[config.mk]
export PLATFORM = sky130hd
export DESIGN_NAME = fp_mod_stage
export DESIGN_NICKNAME = d
export VERILOG_FILES = /design/src/rtl/fp_mod_stage.sv
export SDC_FILE = /design/constraint.sdc
export NUM_CORES = 1
export LEC_CHECK = 0
export ABC_AREA = 1
export ABC_CLOCK_PERIOD_IN_PS = 8500
export BUFFER_PORTS_ARGS = -buffer_cell sky130_fd_sc_hd__clkbuf_2
export CAP_MARGIN = 5
export CORE_AREA = 2 2 104 106
export DETAILED_ROUTE_END_ITERATION = 12
export DIE_AREA = 0 0 106 108
export RECOVER_POWER = 100
export SLEW_MARGIN = 20
export SYNTH_ARGS = -nofsm -noshare
export SYNTH_HDL_FRONTEND = slang
export SYNTH_SLANG_ARGS = --single-unit
[constraint.sdc]
create_clock -name vclk -period 8.5
set_clock_uncertainty 0.15 [all_clocks]
set_input_delay 1.7 -clock vclk [all_inputs]
set_output_delay 1.7 -clock vclk [all_outputs]
set_load 0.02 [all_outputs]
[src/rtl/fp_mod_stage.sv]
module fp_mod_stage #(
  parameter int EXP_W   = 8,
  parameter int MAN_W   = 23,
  parameter bit OUT_REG = 1'b0
) (
  input  logic                       clk,
  input  logic                       rst_n,
  input  logic [EXP_W+MAN_W:0]       src0_i,
  input  logic [EXP_W+MAN_W:0]       src1_i,
  input  logic [EXP_W+MAN_W:0]       src2_i,
  input  logic [2:0]                 abs_i,
  input  logic [2:0]                 neg_i,
  input  logic [EXP_W+MAN_W:0]       res_i,
  input  logic [1:0]                 omod_i,
  input  logic                       clamp_i,
  input  logic                       bypass_i,
  output logic [EXP_W+MAN_W:0]       src0_o,
  output logic [EXP_W+MAN_W:0]       src1_o,
  output logic [EXP_W+MAN_W:0]       src2_o,
  output logic [EXP_W+MAN_W:0]       res_o
);
  localparam int W    = EXP_W + MAN_W + 1;
  localparam int NSRC = 3;
  localparam logic [EXP_W-1:0] EMAX = '1;
  localparam logic [EXP_W-1:0] BIAS = {1'b0, {(EXP_W-1){1'b1}}};
  localparam logic [W-2:0]     ONE_MAG = {BIAS, {MAN_W{1'b0}}};

  logic [W-1:0] src_in [NSRC];
  logic [W-1:0] src_md [NSRC];

  assign src_in[0] = src0_i;
  assign src_in[1] = src1_i;
  assign src_in[2] = src2_i;

  for (genvar k = 0; k < NSRC; k++) begin : g_src
    wire sgn_abs = abs_i[k] ? 1'b0 : src_in[k][W-1];
    assign src_md[k] = {sgn_abs ^ neg_i[k], src_in[k][W-2:0]};

    a_r2_abs_neg_sign: assert property (@(posedge clk) disable iff (!rst_n)
      (abs_i[k] && neg_i[k]) |-> src_md[k][W-1]);
    a_r1_abs_clears: assert property (@(posedge clk) disable iff (!rst_n)
      (abs_i[k] && !neg_i[k]) |-> !src_md[k][W-1]);
    a_r3_mag_kept: assert property (@(posedge clk) disable iff (!rst_n)
      src_md[k][W-2:0] == src_in[k][W-2:0]);
  end

  wire               r_sgn = res_i[W-1];
  wire [EXP_W-1:0]   r_exp = res_i[W-2:MAN_W];
  wire [MAN_W-1:0]   r_man = res_i[MAN_W-1:0];
  logic [EXP_W:0]    exp_up;
  logic [W-1:0]      scaled;
  logic [W-1:0]      clamped;
  logic [W-1:0]      res_c;

  assign exp_up = {1'b0, r_exp} + ((omod_i == 2'd2) ? (EXP_W+1)'(2) : (EXP_W+1)'(1));

  always_comb begin
    scaled = res_i;
    if (omod_i != 2'd0 && r_exp != EMAX) begin
      if (r_exp == '0)
        scaled = {r_sgn, {(W-1){1'b0}}};
      else if (omod_i == 2'd3)
        scaled = (r_exp == EXP_W'(1)) ? {r_sgn, {(W-1){1'b0}}}
                                      : {r_sgn, r_exp - EXP_W'(1), r_man};
      else if (exp_up >= {1'b0, EMAX})
        scaled = {r_sgn, EMAX, {MAN_W{1'b0}}};
      else
        scaled = {r_sgn, exp_up[EXP_W-1:0], r_man};
    end
  end

  wire s_nan = (scaled[W-2:MAN_W] == EMAX) && (scaled[MAN_W-1:0] != '0);

  always_comb begin
    clamped = scaled;
    if (s_nan || scaled[W-1])
      clamped = '0;
    else if (scaled[W-2:0] > ONE_MAG)
      clamped = {1'b0, ONE_MAG};
  end

  assign res_c = bypass_i ? res_i : (clamp_i ? clamped : scaled);

  a_r11_bypass_exact: assert property (@(posedge clk) disable iff (!rst_n)
    bypass_i |-> res_c == res_i);
  a_r9_clamp_range: assert property (@(posedge clk) disable iff (!rst_n)
    (clamp_i && !bypass_i) |-> (!res_c[W-1] && res_c[W-2:0] <= ONE_MAG));
  a_r8_special_kept: assert property (@(posedge clk) disable iff (!rst_n)
    (!clamp_i && r_exp == EMAX) |-> res_c == res_i);
  a_r4_no_scale_kept: assert property (@(posedge clk) disable iff (!rst_n)
    (!clamp_i && omod_i == 2'd0) |-> res_c == res_i);

  if (OUT_REG) begin : g_reg
    always_ff @(posedge clk or negedge rst_n) begin
      if (!rst_n) begin
        src0_o <= '0;
        src1_o <= '0;
        src2_o <= '0;
        res_o  <= '0;
      end else begin
        src0_o <= src_md[0];
        src1_o <= src_md[1];
        src2_o <= src_md[2];
        res_o  <= res_c;
      end
    end

    a_r12_reg_follows: assert property (@(posedge clk) disable iff (!rst_n)
      1'b1 |=> res_o == $past(res_c));
  end else begin : g_comb
    assign src0_o = src_md[0];
    assign src1_o = src_md[1];
    assign src2_o = src_md[2];
    assign res_o  = res_c;
  end
endmodule

==> flow_metrics.tcl, run 1 <==
set metrics [dict create \
    synthCells 510 \
    dp.cells 617 \
    io_buffer_count 80 \
    synth.net_count 656 \
    avgViaCountPerCell 4.21 \
    rsz0062_at_grt "false" \
    intPower_uw 49.4 \
    path_max_fanout 17 \
    startpoint "omod_i[1]" \
    grt_max_degree 32 \
    num_vias 2600 \
    critPathBufInv 6 \
    cp_top_family "simple AND/OR/NAND/NOR gates" \
    area_growth_pct -11.1 \
    ctsResizeCount 0 \
    ios 268 \
    power.total_uw 148 \
    track_usage 0.108 \
    crit_top_cell "nand2_1" \
    cpMaxStageDelayCell "a21oi_2" \
    max-slew-margin-rel 0.0406 \
    period_share 0.900 \
    place_ws_ps 967 \
    grt-ovfl-total 0 \
    final_cell_mix "147 x nand2_1, 69 x inv_1, 61 x nor2_1, 55 x clkbuf_2, 25 x clkbuf_1" \
    setup_ws_ps 849 \
    setup_viol 0 \
    worst_slew_pin_slew_ps 1440 \
    drt_first_pass_iters 4 \
    antenna_found_initial 0 \
    critPathLaunchType "input port" \
    setup-tns-final_ps 0 \
    drv_cap 0 \
    worstSetupPathType "in -> out" \
    ys_seq_area_frac 0 \
    core_mm2 0.0102 \
    num-fill-cells 1225 \
    peakVddDrop_mv 0.0195 \
    p_sw_uw 98.5 \
    drc_errors 0 \
    routedWlPerCell_um 10.7 \
    drt_iter0_drc 149 \
    drv_slew 0 \
    design.seq.count 0 \
    combPwrFrac 1.000 \
    p_per_area_mw_per_mm2 58.8 \
    hold_buffers 0 \
    outcome "completed" \
    nNetsFinal 629 \
    clkPwrFrac 0 \
    regArea_um2 0 \
    diodes 0 \
    multi_input_area_mm2 0.00166 \
    layout-drive-gt1-share 0.237 \
    clock_buffers 0 \
    die_h_um 108 \
    cp_data_arrival_time_ps 5800 \
    synth_area_mm2 0.00283 \
    min_path_type "in -> out" \
    die_x_um 106 \
    die-area_mm2 0.0114 \
    yosysWarningCount 0 \
    stdcell_count 617 \
    p_seq_frac 0 \
    start_util 0.277 \
    p_leak_uw 0.00150 \
    grt_pass1_vias 2278 \
    period_minus_slack_ps 7650 \
    final_common_cell "nand2_1" \
    ant_nets 0 \
    switching_share 0.666 \
    dpl.hpwl_um 5200 \
    synth.distinct_cells 33 \
    grt_pass1_wl_um 10500 \
    max_stage_delay_ps 710 \
    finalHoldViolations 0 \
    avgSynthCellArea_um2 5.55 \
    rows 37 \
    hp-start "src0_i[0]" \
    fmax_mhz 131 \
    postCtsSetupRepairBufs 0 \
    endpoint_kind "output port" \
    place_congestion 0.769 \
    wirelength_um 6570 \
    required_ps 6650 \
]
cell type report:
| type | instances | area share |
|---|---|---|
| Inverter | 74 | 0.110 |
| Tap cell | 136 | 0.0676 |
| Multi-Input combinational cell | 324 | 0.661 |
| Timing Repair Buffer | 83 | 0.161 |
power by group through the flow:
stage          registers, uW  logic (uW)  clock network, uW
2_1_floorplan              0         177                  0
3_3_place_gp               0         153                  0
3_5_place_dp               0         154                  0
4_1_cts                    0         154                  0
5_1_grt                    0         168                  0
6_report                   0         148                  0
path summary, 6_finish.rpt:
check,to,depth (start not counted),slack (ps)
min,src0_o[0],0,3250
max,res_o[14],25,850
logic make-up after synthesis:
kind of cell / share of synthesized area
buffers and inverters: 0.402
and+or+nand+nor: 0.456
xor gates and xnor gates: 0.0186
AOI/OAI and AO/OA: 0.0950
adders and majority gates: 0.0292
cells in the mapped netlist (3+ instances only):
cell	n	area share
a21oi_4	3	0.017
a21oi_2	8	0.025
buf_4	96	0.25
buf_6	5	0.020
nor2_2	7	0.015
nand3_2	26	0.092
nand2_1	147	0.19
nor2_1	60	0.080
inv_1	69	0.091
clkbuf_1	6	0.0080
o21ai_0	8	0.014
inv_2	5	0.0066
nand3_1	18	0.032
ha_1	5	0.022
nor2_4	3	0.012
xnor2_1	4	0.012
nand2_2	6	0.013
a21oi_1	14	0.025
metal layers:
layer	track usage	share of wire
met1	0.147	0.47
met4	0.0141	0.0067
met2	0.188	0.46
met3	0.0139	0.065
met5	0	0
stage by stage:
stage / util / instance area, um^2 / hold WS (ps)
floorplan: - / 2830 / 3360
detailed placement: 0.252 / 2580 / 3250
global placement: 0.252 / 2580 / 3250
global route: 0.246 / 2520 / 3250
CTS: 0.252 / 2580 / 3250
finish: 0.246 / 2520 / 3250
(Power assumes the default switching activity.)
==> run 2, diff against run 1 <==
ABC_AREA = unset   (was 1)
CORE_AREA = 2 2 105 107   (was 2 2 104 106)
DIE_AREA = 0 0 107 109   (was 0 0 106 108)
==> run 2 against run 1 <==
Power decreased by 26%. Routed wire length decreased by 12%. Combinational power decreased by 26%. Core utilization decreased by 7.8 points. Critical path depth decreased by 11. First-iteration DRC count decreased by 8.1%. Cell area decreased by 29%. Clock-buffer cell count unchanged. Area after synthesis decreased by 28%. Die area increased by 1.9%. Critical path type unchanged. Critical endpoint is now res_o[13]. Largest cell class unchanged. Largest power group unchanged. Highest routed layer is now met5.
==> flow_metrics.tcl, run 2 <==
set metrics [dict create \
    outcome "completed" \
    max-slew-margin-rel 0.302 \
    period_share 0.846 \
    synthSimpleGateAreaFrac 0.265 \
    cp_data_arrival_time_ps 5340 \
    synth.net_count 458 \
    setup_viol 0 \
    endpoint_kind "output port" \
    rows 38 \
    die_h_um 109 \
    routedWlPerCell_um 13.7 \
    avgViaCountPerCell 4.78 \
    synth.largest_area_cell "buf_4" \
    critPathLaunchType "input port" \
    drv_cap 0 \
    ios 268 \
    diodes 0 \
    yosysTopAreaCellShare 0.357 \
    synth_top_family_by_area "buffers and inverters" \
    grt-ovfl-total 0 \
    synth_area_mm2 0.00204 \
    nNetsFinal 430 \
    antenna_found_initial 1 \
    design.seq.count 0 \
    ant_nets 0 \
    rsz0062_at_grt "false" \
    hp-start "src0_i[10]" \
    dpl.hpwl_um 4600 \
    synthTopCellsByArea "buf_4 36%, a21oi_1 8.8%, nand2_1 6.4%" \
    regArea_um2 0 \
    ctsResizeCount 0 \
    synth_mux_area_frac 0.0104 \
    hold_buffers 0 \
    postCtsSetupRepairBufs 0 \
    place_congestion 0.836 \
    synthCells 312 \
    synth_common_cells "97 x buf_4, 36 x a21oi_1, 35 x nand2_1" \
    yosysWarningCount 0 \
    drt_iter0_drc 137 \
    layout-drive-gt1-share 0.220 \
    worstSetupPathType "in -> out" \
    ys_seq_area_frac 0 \
    setup_ws_ps 1310 \
    peakVddDrop_mv 0.0169 \
    synth_compound_gate_area_share 0.252 \
    fmax_mhz 139 \
    final_common_cell "clkbuf_2" \
    wirelength_um 5780 \
    min_path_type "in -> out" \
    hold_path_depth 0 \
    period_minus_slack_ps 7190 \
    synth_xor_area_frac 0.0300 \
    min_to "src0_o[10]" \
    synth_fa_ha_area_frac 0.0404 \
    finalHoldViolations 0 \
    path_max_fanout 23 \
    track_usage 0.0883 \
    place_ws_ps 1690 \
    avgSynthCellArea_um2 6.54 \
    clock_buffers 0 \
    die-area_mm2 0.0117 \
    grt_pass1_vias 1735 \
    io_buffer_count 80 \
    synth.distinct_cells 59 \
    p_leak_uw 0.000762 \
    die_x_um 107 \
    worst_slew_pin_slew_ps 1050 \
    start_util 0.193 \
    core_mm2 0.0106 \
    drv_slew 0 \
    grt_pass1_wl_um 8730 \
    drt_first_pass_iters 7 \
    yosysMostFrequentCell "buf_4" \
    p_per_area_mw_per_mm2 61.3 \
    num_vias 2016 \
    required_ps 6650 \
    setup-tns-final_ps 0 \
    final_cell_mix "48 x clkbuf_2, 36 x a21oi_1, 35 x nand2_1, 34 x clkbuf_1, 12 x nand3_1" \
    area_growth_pct -12.6 \
    drc_errors 0 \
    grt_max_degree 27 \
]
run 2: changes by cell type in the layout (fill, tap and decap cells not counted), sizes merged, moves of 7 or more:
cell,delta
a22oi,+7
nand3,-32
a21oi,+12
inv,-68
nand2,-119
nor2,-60
run 2: logic make-up (layout without fill, tap and decap cells):
logic type      Yosys count  count (layout)
buf+inv                 118              88
fa+ha+maj                 6               6
mux                       2               2
simple gates            100             100
compound gates           79              79
xor+xnor                  7               7
run 2: final cells by class:
type                       instances  area [um^2]
fill                            1250         8820
inverter                           6         22.5
multi-input combinational        194         1220
tap                              140          175
timing repair buffer              82          368
run 2: routing by layer:
layer,global-route usage,wire [um],up-vias
met3,0.0203,582,30
met1,0.120,2430,927
met5,0,11,-
li1,-,-,949
met2,0.140,2650,108
met4,0.0241,106,2
run 2: critical path: stages:
cell and delay, ps:
clkbuf_2 140, nand2b_1 180, ha_1 230, fa_1 500
nand4b_4 230, o211ai_2 180, a21oi_1 140, or2_4 320
a41oi_2 260, nand4_1 200, o21ai_1 160, clkbuf_1 690
a21oi_1 180, clkbuf_1 220
run 2: power by group:
part / internal (uW) / total (uW) / switching (uW)
Clock: 0 / 0 / 0
Combinational: 37.7 / 109 / 71.8
Sequential: 0 / 0 / 0
run 2: metrics by stage:
| step | hold WS (ps) | power, uW | area [um^2] | utilization | instances |
|---|---|---|---|---|---|
| floorplan | 3360 | 139 | 2040 | - | 312 |
| global placement | 3250 | 110 | 1830 | 0.173 | 422 |
| CTS | 3250 | 113 | 1830 | 0.173 | 422 |
| finish | 3250 | 109 | 1790 | 0.168 | 422 |
| detailed placement | 3250 | 112 | 1830 | 0.173 | 422 |
| global route | 3250 | 121 | 1790 | 0.168 | 422 |
run 2: how the worst max path moves through the flow:
stage                   start   endpoint
finish              omod_i[0]  res_o[13]
global route        omod_i[0]   res_o[4]
CTS                 omod_i[0]  res_o[26]
detailed placement  omod_i[0]  res_o[26]
global placement    omod_i[0]  res_o[23]
floorplan           omod_i[0]  res_o[23]
